### src/rtl/dram_mux_pkg.sv
package dram_mux_pkg;

  typedef enum logic [3:0] {
    ST_IDLE,
    ST_ROW,
    ST_RAS,
    ST_WEL,
    ST_DAT,
    ST_COL,
    ST_CAS,
    ST_WEH,
    ST_REL,
    ST_RF_CAS,
    ST_RF_RAS,
    ST_RF_RUP,
    ST_RF_END
  } seq_state_e;

  typedef struct packed {
    logic ras_n;
    logic cas_n;
    logic we_n;
    logic oe;
    logic use_col;
    logic host;
  } pin_ctl_t;

  function automatic pin_ctl_t ctl_of(seq_state_e s, logic wr);
    pin_ctl_t c;
    c = '{ras_n: 1'b1, cas_n: 1'b1, we_n: 1'b1, oe: 1'b0, use_col: 1'b0, host: 1'b0};
    case (s)
      ST_ROW:    c.host = 1'b1;
      ST_RAS:    begin c.host = 1'b1; c.ras_n = 1'b0; end
      ST_WEL:    begin c.host = 1'b1; c.ras_n = 1'b0; c.we_n = 1'b0; end
      ST_DAT:    begin c.host = 1'b1; c.ras_n = 1'b0; c.we_n = 1'b0; c.oe = 1'b1; end
      ST_COL:    begin
                   c.host = 1'b1; c.ras_n = 1'b0; c.use_col = 1'b1;
                   c.we_n = ~wr; c.oe = wr;
                 end
      ST_CAS:    begin
                   c.host = 1'b1; c.ras_n = 1'b0; c.cas_n = 1'b0; c.use_col = 1'b1;
                   c.we_n = ~wr; c.oe = wr;
                 end
      ST_WEH:    begin c.host = 1'b1; c.ras_n = 1'b0; c.cas_n = 1'b0; c.use_col = 1'b1; end
      ST_REL:    begin c.host = 1'b1; c.use_col = 1'b1; end
      ST_RF_CAS: c.cas_n = 1'b0;
      ST_RF_RAS: begin c.cas_n = 1'b0; c.ras_n = 1'b0; end
      ST_RF_RUP: c.cas_n = 1'b0;
      default:   ;
    endcase
    return c;
  endfunction

endpackage

### src/rtl/dram_addr_split.sv
module dram_addr_split #(
  parameter int ADDR_LINES = 12
) (
  input  logic [23:0]           lin_addr,
  output logic [ADDR_LINES-1:0] row,
  output logic [ADDR_LINES-1:0] col
);
  localparam int HI_BITS = ADDR_LINES - 8;

  logic spare_unused;
  assign spare_unused = ^lin_addr;

  assign row[7:0] = lin_addr[7:0];
  assign col[7:0] = lin_addr[15:8];

  // high byte interleaves: even bits to the row, odd bits to the column
  for (genvar i = 0; i < HI_BITS; i++) begin : g_hi
    assign row[8+i] = lin_addr[16+2*i];
    assign col[8+i] = lin_addr[17+2*i];
  end

endmodule

### src/rtl/dram_refresh_timer.sv
module dram_refresh_timer #(
  parameter int INTERVAL = 260
) (
  input  logic clk,
  input  logic rst_n,
  input  logic take,
  output logic pending
);
  localparam int CW = (INTERVAL > 1) ? $clog2(INTERVAL) : 1;
  localparam logic [CW-1:0] LAST = CW'(INTERVAL - 1);

  logic [CW-1:0] cnt_q;
  logic          tick;

  assign tick = (cnt_q == LAST);

  always_ff @(posedge clk or negedge rst_n) begin
    if (!rst_n) begin
      cnt_q   <= '0;
      pending <= 1'b0;
    end else begin
      cnt_q <= tick ? '0 : cnt_q + 1'b1;
      if (tick)
        pending <= 1'b1;
      else if (take)
        pending <= 1'b0;
    end
  end


  no_lost_refresh_chk: assert property (@(posedge clk) disable iff (!rst_n)
    pending && !take |=> pending);


  take_only_pending_chk: assert property (@(posedge clk) disable iff (!rst_n)
    take |-> pending);

endmodule

### src/rtl/dram_strobe_fsm.sv
module dram_strobe_fsm
  import dram_mux_pkg::*;
#(
  parameter int SETTLE_CYC = 2
) (
  input  logic     clk,
  input  logic     rst_n,
  input  logic     req_valid,
  input  logic     req_write,
  input  logic     rf_pending,
  input  logic [7:0] mem_dq_i,
  output logic     req_ready,
  output logic     accept,
  output logic     rf_take,
  output pin_ctl_t ctl,
  output logic [7:0] rdata,
  output logic     done,
  output logic     busy
);
  localparam int CNT_W = (SETTLE_CYC > 1) ? $clog2(SETTLE_CYC) : 1;
  localparam logic [CNT_W-1:0] CNT_INIT = CNT_W'(SETTLE_CYC - 1);

  seq_state_e       state_q, state_d;
  logic [CNT_W-1:0] cnt_q;
  logic             wr_q;
  logic             adv;

  assign adv       = (cnt_q == '0);
  assign req_ready = (state_q == ST_IDLE) && !rf_pending;
  assign busy      = ctl.host;

  always_comb begin
    state_d = state_q;
    accept  = 1'b0;
    rf_take = 1'b0;
    case (state_q)
      ST_IDLE: begin
        if (rf_pending) begin
          state_d = ST_RF_CAS;
          rf_take = 1'b1;
        end else if (req_valid) begin
          state_d = ST_ROW;
          accept  = 1'b1;
        end
      end
      ST_ROW:    if (adv) state_d = ST_RAS;
      ST_RAS:    if (adv) state_d = wr_q ? ST_WEL : ST_COL;
      ST_WEL:    if (adv) state_d = ST_DAT;
      ST_DAT:    if (adv) state_d = ST_COL;
      ST_COL:    if (adv) state_d = ST_CAS;
      ST_CAS:    if (adv) state_d = wr_q ? ST_WEH : ST_REL;
      ST_WEH:    if (adv) state_d = ST_REL;
      ST_REL:    if (adv) state_d = ST_IDLE;
      ST_RF_CAS: if (adv) state_d = ST_RF_RAS;
      ST_RF_RAS: if (adv) state_d = ST_RF_RUP;
      ST_RF_RUP: if (adv) state_d = ST_RF_END;
      ST_RF_END: if (adv) state_d = ST_IDLE;
      default:   state_d = ST_IDLE;
    endcase
  end

  always_ff @(posedge clk or negedge rst_n) begin
    if (!rst_n) begin
      state_q <= ST_IDLE;
      cnt_q   <= CNT_INIT;
      wr_q    <= 1'b0;
      ctl     <= ctl_of(ST_IDLE, 1'b0);
      rdata   <= '0;
      done    <= 1'b0;
    end else begin
      state_q <= state_d;
      if (state_d != state_q)
        cnt_q <= CNT_INIT;
      else if (!adv)
        cnt_q <= cnt_q - 1'b1;
      if (accept)
        wr_q <= req_write;
      ctl <= ctl_of(state_d, accept ? req_write : wr_q);
      if (state_q == ST_CAS && adv && !wr_q)
        rdata <= mem_dq_i;
      done <= (state_q == ST_REL) && adv;
    end
  end


  done_pulse_chk: assert property (@(posedge clk) disable iff (!rst_n)
    done |=> !done);


  ready_idle_chk: assert property (@(posedge clk) disable iff (!rst_n)
    req_ready |-> !busy && ctl.ras_n && ctl.cas_n && ctl.we_n);


  rf_not_during_host_chk: assert property (@(posedge clk) disable iff (!rst_n)
    $fell(ctl.cas_n) && ctl.ras_n |-> !busy);

endmodule

### src/rtl/dram_mux_ctrl.sv
module dram_mux_ctrl
  import dram_mux_pkg::*;
#(
  parameter int ADDR_LINES       = 12,
  parameter int SETTLE_CYC       = 2,
  parameter int REFRESH_INTERVAL = 260
) (
  input  logic                  clk,
  input  logic                  rst_n,
  input  logic                  req_valid,
  output logic                  req_ready,
  input  logic                  req_write,
  input  logic [23:0]           req_addr,
  input  logic [7:0]            req_wdata,
  output logic                  rsp_done,
  output logic [7:0]            rsp_rdata,
  output logic                  busy,
  output logic [ADDR_LINES-1:0] mem_addr,
  output logic                  mem_ras_n,
  output logic                  mem_cas_n,
  output logic                  mem_we_n,
  output logic [7:0]            mem_dq_o,
  output logic                  mem_dq_oe,
  input  logic [7:0]            mem_dq_i
);
  logic [ADDR_LINES-1:0] row_w, col_w, row_q, col_q;
  logic [7:0]            wdata_q;
  logic                  accept, rf_take, rf_pending;
  pin_ctl_t              ctl;

  dram_addr_split #(.ADDR_LINES(ADDR_LINES)) u_split (
    .lin_addr (req_addr),
    .row      (row_w),
    .col      (col_w)
  );

  dram_refresh_timer #(.INTERVAL(REFRESH_INTERVAL)) u_rf (
    .clk     (clk),
    .rst_n   (rst_n),
    .take    (rf_take),
    .pending (rf_pending)
  );

  dram_strobe_fsm #(.SETTLE_CYC(SETTLE_CYC)) u_fsm (
    .clk        (clk),
    .rst_n      (rst_n),
    .req_valid  (req_valid),
    .req_write  (req_write),
    .rf_pending (rf_pending),
    .mem_dq_i   (mem_dq_i),
    .req_ready  (req_ready),
    .accept     (accept),
    .rf_take    (rf_take),
    .ctl        (ctl),
    .rdata      (rsp_rdata),
    .done       (rsp_done),
    .busy       (busy)
  );

  always_ff @(posedge clk or negedge rst_n) begin
    if (!rst_n) begin
      row_q   <= '0;
      col_q   <= '0;
      wdata_q <= '0;
    end else if (accept) begin
      row_q   <= row_w;
      col_q   <= col_w;
      wdata_q <= req_wdata;
    end
  end

  assign mem_addr  = ctl.use_col ? col_q : row_q;
  assign mem_ras_n = ctl.ras_n;
  assign mem_cas_n = ctl.cas_n;
  assign mem_we_n  = ctl.we_n;
  assign mem_dq_oe = ctl.oe;
  assign mem_dq_o  = wdata_q;


  oe_within_we_chk: assert property (@(posedge clk) disable iff (!rst_n)
    mem_dq_oe |-> !mem_we_n && !mem_ras_n);


  we_inside_row_chk: assert property (@(posedge clk) disable iff (!rst_n)
    !mem_we_n |-> !mem_ras_n);


  cbr_we_high_chk: assert property (@(posedge clk) disable iff (!rst_n)
    !mem_cas_n && mem_ras_n |-> mem_we_n);


  rise_together_chk: assert property (@(posedge clk) disable iff (!rst_n)
    $rose(mem_ras_n) && busy |-> $rose(mem_cas_n));

  if (SETTLE_CYC >= 2) begin : g_settle

    strobe_settle_chk: assert property (@(posedge clk) disable iff (!rst_n)
      ($rose(mem_ras_n) || $fell(mem_ras_n) || $rose(mem_cas_n) || $fell(mem_cas_n)
       || $rose(mem_we_n) || $fell(mem_we_n))
      |=> $stable(mem_ras_n) && $stable(mem_cas_n) && $stable(mem_we_n));
  end

endmodule

### config.mk
export PLATFORM = sky130hd
export DESIGN_NAME = dram_mux_ctrl
export DESIGN_NICKNAME = d
export VERILOG_FILES = /design/src/rtl/dram_mux_pkg.sv /design/src/rtl/dram_addr_split.sv /design/src/rtl/dram_refresh_timer.sv /design/src/rtl/dram_strobe_fsm.sv /design/src/rtl/dram_mux_ctrl.sv
export SDC_FILE = /design/constraint.sdc
export NUM_CORES = 1
export LEC_CHECK = 0
export ABC_AREA = 1
export ABC_CLOCK_PERIOD_IN_PS = 1830
export BUFFER_PORTS_ARGS = -buffer_cell sky130_fd_sc_hd__buf_2
export CELL_PAD_IN_SITES_DETAIL_PLACEMENT = 0
export CELL_PAD_IN_SITES_GLOBAL_PLACEMENT = 2
export CORE_MARGIN = 2
export CORE_UTILIZATION = 32
export DETAILED_ROUTE_END_ITERATION = 6
export HOLD_SLACK_MARGIN = 0.1
export MAX_ROUTING_LAYER = met4
export PLACE_DENSITY_LB_ADDON = 0.3
export SYNTH_ARGS = -nofsm -noshare
export SYNTH_HDL_FRONTEND = slang
export SYNTH_SLANG_ARGS = --single-unit
### constraint.sdc
create_clock -name clk -period 1.83 [get_ports clk]
set_clock_uncertainty 0.05 [all_clocks]
set_input_delay 0.183 -clock clk [delete_from_list [all_inputs] [get_ports clk]]
set_output_delay 0.183 -clock clk [all_outputs]
set_load 0.01 [all_outputs]
After elaboration in Yosys (flattened, before gate mapping)
Cells that the tools add are included.

storage, ports and cells
  output and inout port bits = 35
  bits of input ports = 44
  logic and storage cells = 94
  register bits after elaboration = 63

cells by class
  add/subtract/negate cells = 2
  multiplexer cells = 34
  equal/unequal tests = 25
  reductions and logical operators = 15
  bitwise logic cells = 2

operators by type and width
  operator                                             count
  two-way mux 4 bit                                    14
  case mux 4 bit (12 select lines)                     1
  equality test 4 bit, second input constant           9
  equality test 4 x 3 -> 1 bit, second input constant  8
  equality test 4 x 2 -> 1 bit, second input constant  4
  two-way mux 1 bit                                    14
  two-way mux 12 bit                                   1
  adder 9 x 1 -> 9 bit, second input constant          1
  equality test 9 bit, second input constant           1
  two-way mux 9 bit                                    1
  equality test 4 x 1 -> 1 bit, second input constant  2
  OR reduction 8 bit                                   1
  OR reduction 7 bit                                   1
  OR reduction 2 bit                                   3
  OR reduction 5 bit                                   1
  logical AND 1 bit                                    4
  zero test 4 bit                                      1
  != test 4 bit                                        1
  case mux 1 bit (2 select lines)                      2
  OR reduction 4 bit                                   1
  two-way mux 3 bit                                    1
  zero test 1 bit                                      2
  NOT 1 bit                                            2
  nonzero test 2 bit                                   1
  subtractor 1 bit, second input constant              1

Logic depth before layout (Yosys ltp)
Gate-level depths: netlist (run 1).

  depth in word-level cells = 6
  mapped depth = 13
  depth with buffers taken out = 12

Hierarchy
Synthesis (run 1) repeated with hierarchy kept, for this count alone.

second synthesis, totals
  cells, all modules = 408
  area total of the unflattened synthesis = 3463.3 um^2

by module, submodules not included
  module              cells each  area each (um^2)  times used  sequential area each (um^2)
  dram_mux_ctrl       175         1448.9            1           800.8
  dram_strobe_fsm     153         1353.8            1           530.5
  dram_refresh_timer  56          480.5             1           250.2
  dram_addr_split     24          180.2             1           0.0

Worst setup path after synthesis (run 1)
Ideal clock, no wire load.

  path type = reg2reg
  from = register u_fsm.state_q[0]
  to = register col_q[10]
  library setup time = 125 ps
  buffers on the path = 2
  period minus slack after synthesis = 1655 ps
  cell stages (with the launch flop) = 8
  data arrival time = 1480 ps
  required time = 1655 ps
  path slack = 175 ps
  cell sequence = dfrtp_1 buf_6 inv_4 nand2_4 nor3_4 nand2_4 buf_6 mux2_4

between the ends
  longest elaborated chain between the ends = 2

ends and longest elaborated chain
  element                 RTL line               source
  start, declared         dram_strobe_fsm.sv:23  seq_state_e state_q, state_d;
  start signal, assigned  dram_strobe_fsm.sv:71  state_q <= state_d;
  zero test 4 bit         dram_strobe_fsm.sv:36  case (state_q)
  two-way mux 1 bit       dram_strobe_fsm.sv:36
  end signal, assigned    dram_mux_ctrl.sv:67    col_q <= col_w;
  end, declared           dram_mux_ctrl.sv:26    logic [ADDR_LINES-1:0] row_w, col_w, row_q, col_q;

No other way between the ends.
A chain may end at the register's enable or synchronous reset.

Final worst setup path (run 1)
  from = register u_fsm.state_q[1]
  to = register wdata_q[0], in the netlist mem_dq_o[0]

between the ends
  longest elaborated chain between the ends = 2

ends and longest elaborated chain
  element               RTL line               source
  zero test 4 bit       dram_strobe_fsm.sv:36
  two-way mux 1 bit     dram_strobe_fsm.sv:36
  end signal, assigned  dram_mux_ctrl.sv:68    wdata_q <= req_wdata;
  end, declared         dram_mux_ctrl.sv:27    logic [7:0] wdata_q;

No other way between the ends.

==> results_dict.tcl, run 1 <==
set metrics [dict create \
    outcome "finished clean" \
    grt_start_max_net_pins 64 \
    p_clk_share_pct 21.4 \
    synth-compound-area-share_pct 7.48 \
    clkLatencyLatePin_ns 0.34 \
    worst_pin_slew_ns 0.348 \
    ys_warn_count 0 \
    dp_cells 474 \
    synth_top_family_by_area "simple AND/OR/NAND/NOR gates" \
    p_sw_share_pct 36.0 \
    clk_pin_slew_ns 0.07 \
    final_cell_count_no_fill 531 \
    yosysTopAreaCell "dfrtp_1" \
    numCtsBuffers 9 \
    finalCriticalPeriod_ns 1.71 \
    final_util_pct 47.0 \
    ir_worst_vdd_v 0.000753 \
    finalCritPeriodShare_pct 93.4 \
    antenna_found_initial 0 \
    timing.fmax_mhz 585 \
    p_per_area_nw_per_um2 1590 \
    cap_violations 0 \
    vias 2428 \
    r2r-start "u_fsm.state_q[1]" \
    crit_arrival_ns 1.88 \
    startpoint "u_fsm.state_q[1]" \
    syn_nets 333 \
    wl_met3_um 467 \
    drive_above_1_share_pct 34.5 \
    coreArea_um2 8760 \
    endpoint_kind "register" \
    synth_xor_area_share_pct 1.81 \
    maxSlewViolCount 0 \
    clock_tree.root_cell "clkbuf_8" \
    layout_commonest_cell "buf_2" \
    finish.net_count 464 \
    area_delta_synth_final_pct 41.7 \
    drt_iter0_drc 71 \
    drtPass1Iterations 4 \
    grt.total_usage_pct 14.5 \
    synth_adder_area_share_pct 0.430 \
    syn_area_per_cell_um2 10.1 \
    hpwl_um 4370 \
    pwr-share-comb_pct 43.8 \
    grt-ovfl-total 0 \
    path_max_fanout 45 \
    switching_power_w 0.00235 \
    highest_layer "met4" \
    hold-worst-slack_ns 0.126 \
    path_class "register to register" \
    synth_area_um2 2910 \
    hold_class "primary input to register" \
    wl_met2_um 3150 \
    p_leak_nw 2.08 \
    power_w 0.00654 \
    cts.path.max_buffers 2 \
    ys_types 29 \
    crit_path_start_kind "register" \
    setup_viol 0 \
    wl_met1_um 2930 \
    synthSimpleGateAreaFrac_pct 16.9 \
    grt_pass1_wl_um 11100 \
    die_h_um 99.3 \
    drcViolationCount 0 \
    start_util_pct 33.2 \
    fp.dieW_um 99.3 \
    drt-vias-per-instance 4.57 \
    cts.sinks 63 \
    wire_per_inst_um 12.4 \
    row_count 34 \
    io_pins 79 \
    yosys-top-cells-area "dfrtp_1 51%, mux2_4 7.7%, nand2_1 5.9%" \
    cts_htree_levels 3 \
    synthDominantCellAreaShare_pct 50.8 \
    die_area_um2 9870 \
    p_seq_share_pct 34.8 \
    power.internal_w 0.00419 \
    ant_nets 0 \
    cts_tree "done" \
    slew-limit-headroom_pct 76.8 \
    final_cell_mix "78 x buf_2, 59 x dfrtp_1, 45 x nand2_1, 41 x dlygate4sd3_1, 32 x nor2_1" \
    min_from "req_write" \
    syn_inst 288 \
    hold_viol_final 0 \
    yosysSeqAreaShare_pct 54.4 \
    routed_wl_um 6610 \
    antennaDiodeCount 0 \
    muxShareOfSynthArea_pct 12.8 \
    synth-seq-cells 63 \
    gp_congestion 0.838 \
    grt_pass1_vias 2436 \
    crit_required_ns 2.00 \
    io_buffers 78 \
]
## power groups by stage
stage / Sequential (W) / Combinational [W] / Clock [W]
finish: 0.00227 / 0.00287 / 0.00140
global route: 0.00235 / 0.00322 / 0.00151
CTS: 0.00228 / 0.00284 / 0.00144
detailed placement: 0.00229 / 0.00276 / 0
global placement: 0.00229 / 0.00278 / 0
floorplan: 0.00235 / 0.00183 / 0
## registers in the layout (all words and copies together) (netlist names)
register and flops:
u_fsm.done 1, u_fsm.rdata 8, u_rf.pending 1, col_q 12, u_fsm.busy 1, mem_dq_o 8
u_fsm.state_q 4, u_fsm.ctl 5, u_fsm.cnt_q 1, u_fsm.wr_q 1, row_q 12, u_rf.cnt_q 9
## final timing paths
| path | end | slack [ns] | cells after the start |
|---|---|---|---|
| setup / recovery | mem_dq_o[0] | 0.12 | 6 |
| hold / removal | u_fsm.wr_q | 0.13 | 3 |
| setup reg to reg | mem_dq_o[0] | 0.12 | 6 |
| hold reg to reg | u_rf.cnt_q[0] | 0.42 | 1 |
| max in group asynchronous | u_fsm.ctl[5] | 1.05 | 3 |
| min in group asynchronous | col_q[7] | 0.34 | 3 |
## metrics by stage
stage	instance area [um^2]	setup TNS (ns)	setup slack, ns
2_1_floorplan	2910	0	0.175
3_3_place_gp	3460	0	0.0832
3_5_place_dp	3460	0	0.0873
4_1_cts	4100	0	0.0630
5_1_grt	4120	-0.00266	-0.00266
6_report	4120	0	0.121
## cell usage after synthesis
cell / number
nand4_1: 3
o21ai_0: 17
xnor2_1: 1
o21ai_1: 2
clkbuf_1: 3
a21oi_1: 18
nor3_4: 1
nand2_4: 2
inv_4: 2
nor3_1: 5
dfrtp_1: 59
mux2_2: 13
nor4_1: 1
ha_1: 1
nand3_1: 18
a21oi_2: 2
mux2_4: 15
and3_1: 2
a21boi_0: 1
dfstp_2: 4
a21o_1: 1
xor2_1: 5
buf_6: 4
inv_1: 27
nor2_2: 1
nand2_1: 46
buf_4: 1
nor2_1: 32
buf_2: 1
## worst max-delay path, cell delays in order (launching register included)
cell	delay [ns]
dfrtp_1	0.48
inv_4	0.14
nand2_4	0.08
nor3_4	0.22
nand2_4	0.07
buf_12	0.19
mux2_4	0.32
## layout make-up
class                      instances  area, um^2
multi-input combinational        187        1160
tap                              108         135
clock buffer                      12         165
sequential                        63        1580
timing repair buffer             129         901
inverter                          29         114
fill                             865        4640
clock inverter                     3        65.1
## routing by layer
layer  global-route usage [%]  up-vias
met1                     17.0     1147
met3                     5.55        6
met4                     3.69        0
met2                     23.7       74
li1                         -     1201
met5                        -        -
## cells by family (layout without fill, tap and decap cells)
kind of cell             count (synthesis)  in the layout
adder cells (fa/ha/maj)                  1              1
AND/OR/NAND/NOR                        111            111
AO/OA/AOI/OAI                           41             41
multiplexers                            28             28
buffers and inverters                   38            173
flip-flops                              63             63
XOR/XNOR                                 6              6
## timing repair
action                     in CTS  in global routing
hold buffers                   41                  0
buffers inserted                0                  1
gates resized for setup         0                  4
hold endpoints to repair       99                  0
setup endpoints to repair       0                  6
Note: power is estimated with default switching activity, not from simulation.
==> run 2: changes to the inputs <==
--- a/config.mk
+++ b/config.mk
@@ -13,9 +13,11 @@
 export CORE_MARGIN = 2
 export CORE_UTILIZATION = 32
 export DETAILED_ROUTE_END_ITERATION = 6
+export GPL_TIMING_DRIVEN = 0
 export HOLD_SLACK_MARGIN = 0.1
 export MAX_ROUTING_LAYER = met4
 export PLACE_DENSITY_LB_ADDON = 0.3
+export SETUP_SLACK_MARGIN = 0.4
 export SYNTH_ARGS = -nofsm -noshare
 export SYNTH_HDL_FRONTEND = slang
 export SYNTH_SLANG_ARGS = --single-unit
==> run 2 against run 1 <==
Compared with the run above: die area unchanged; cell count up 4.7%; design area is 13% higher; power rose by 16%; largest cell class unchanged; global-route usage is 0.99 points higher; first-iteration DRC count shrank 8.5%.
==> results_dict.tcl, run 2 (synthesis gave the netlist of run 1 again) <==
set metrics [dict create \
    outcome "finished clean" \
    wl_met1_um 3470 \
    drt-vias-per-instance 4.56 \
    hold_viol_final 0 \
    finish.net_count 488 \
    cts.path.max_buffers 2 \
    fillCellCount 787 \
    crit_arrival_ns 1.82 \
    area_delta_synth_final_pct 60.2 \
    io_pins 79 \
    cp_slowest_stage_delay_ns 0.47 \
    path_class "register to register" \
    grt_start_max_net_pins 64 \
    wire_per_inst_um 13.4 \
    antennaDiodeCount 0 \
    final_cell_mix "77 x buf_2, 56 x dfrtp_1, 42 x dlygate4sd3_1, 23 x nor2_1" \
    grt_pass1_vias 2521 \
    dp_cells 474 \
    worst_pin_slew_ns 0.798 \
    rsz0062_at_grt "true" \
    final_cell_count_no_fill 556 \
    gp_congestion 0.797 \
    drive_above_1_share_pct 54.0 \
    cts.sinks 63 \
    path_buf_inv 2 \
    cts_htree_levels 3 \
    clock_tree.root_cell "clkbuf_8" \
    drcViolationCount 0 \
    path_max_fanout 10 \
    wl_met2_um 3520 \
    rrSetupSlack_ns 0.17 \
    fp.dieW_um 99.3 \
    highest_layer "met4" \
    endpoint_kind "register" \
    cp_cell_sequence "clkinv_4 > nand2_8 > nor3_4 > nand2_4 > buf_12 > mux2_4" \
    power_w 0.00756 \
    wl_met3_um 370 \
    start_util_pct 33.2 \
    drt_iter0_drc 65 \
    drtPass1Iterations 4 \
    hold_class "primary input to register" \
    p_leak_nw 2.28 \
    antenna_found_initial 0 \
    ir_worst_vdd_v 0.000705 \
    clk_pin_slew_ns 0.07 \
    crit_path_start_kind "register" \
    layout_commonest_cell "buf_2" \
    grt-ovfl-total 0 \
    die_h_um 99.3 \
    cp_top_family "flip-flops" \
    numCtsBuffers 9 \
    hpwl_um 4540 \
    cts_tree "done" \
    clkLatencyLatePin_ns 0.34 \
    coreArea_um2 8760 \
    slew-limit-headroom_pct 46.8 \
    routed_wl_um 7440 \
    tns_ns 0 \
    maxSlewViolCount 0 \
    die_area_um2 9870 \
    row_count 34 \
    vias 2535 \
    setup_viol 0 \
    p_per_area_nw_per_um2 1620 \
    ant_nets 0 \
    grt_pass1_wl_um 11700 \
    cap_violations 0 \
    top_regs "col_q: 12 flops, row_q: 12 flops, u_rf.cnt_q: 9 flops" \
    finalCritPeriodShare_pct 90.7 \
    crit_required_ns 1.99 \
    io_buffers 78 \
    timing.fmax_mhz 603 \
    slowest_stage "dfrtp_2" \
    finalCriticalPeriod_ns 1.66 \
    grt.total_usage_pct 15.5 \
]
[run 2: changes by cell type in the layout (fill, tap and decap cells not counted), moves of 6 or more]
cell     previous run  this run
nand2_1            45        20
nor2_1             32        23
o21ai_0            17         1
buf_6               0         7
o21ai_2             1        11
a21oi_1            18        12
inv_1              27        20
nand2_2             1        20
buf_4               8        20
nor2_2              0         7
[run 2: final timing paths]
kind | start | to | depth (start not counted)
hold reg to reg | mem_dq_o[7] | mem_dq_o[7] | 1
min in group asynchronous | rst_n | mem_dq_o[5] | 2
setup reg to reg | u_fsm.state_q[1] | col_q[4] | 6
max in group asynchronous | rst_n | u_fsm.state_q[2] | 2
hold / removal | req_valid | u_fsm.wr_q | 3
setup / recovery | u_fsm.state_q[1] | col_q[4] | 6
[run 2: worst min-delay path, stage by stage]
cell	delay, ns
buf_2	0.13
nand3_1	0.13
nand2_4	0.06
[run 2: cell type report]
type / count / area, um^2 / area share, %
flip-flops and latches: 63 / 1590 / 34.0
multi-input cells: 187 / 1470 / 31.6
repair buffers: 144 / 1020 / 21.9
clock buffers: 12 / 155 / 3.33
well taps: 108 / 135 / 2.90
inverters: 29 / 131 / 2.82
plain buffers: 9 / 118 / 2.52
clock inverters: 4 / 45.0 / 0.966
[run 2: timing repair]
item                                   CTS  global route
setup endpoints to repair               65            67
buffers inserted                        11            11
endpoints found under the hold margin  100             0
pin swaps                               11            25
gates cloned                             2             0
hold buffers                            42             0
resized for setup                       52            70
[run 2: metrics by stage]
stage	area [um^2]	setup slack (ns)	hold WS [ns]	utilization [%]
after detailed placement	3480	0.0994	0.281	39.7
after floorplan	2960	0.217	-0.163	-
after CTS	4330	0.187	0.111	49.5
final	4660	0.170	0.151	53.2
after global routing	4660	0.123	0.156	53.2
after global placement	3480	0.110	0.364	39.7
[run 2: report_power, final]
group / total, W / internal (W) / switching, W
sequential: 0.00232 / 0.00199 / 0.000328
combinational: 0.00402 / 0.00196 / 0.00206
clock: 0.00122 / 0.000697 / 0.000523
total: 0.00756 / 0.00465 / 0.00291
[run 2: routing by layer]
metal,global-route usage [%],up-vias
met5,-,-
met4,3.90,0
met3,4.99,10
met2,23.9,68
met1,20.0,1199
li1,-,1258
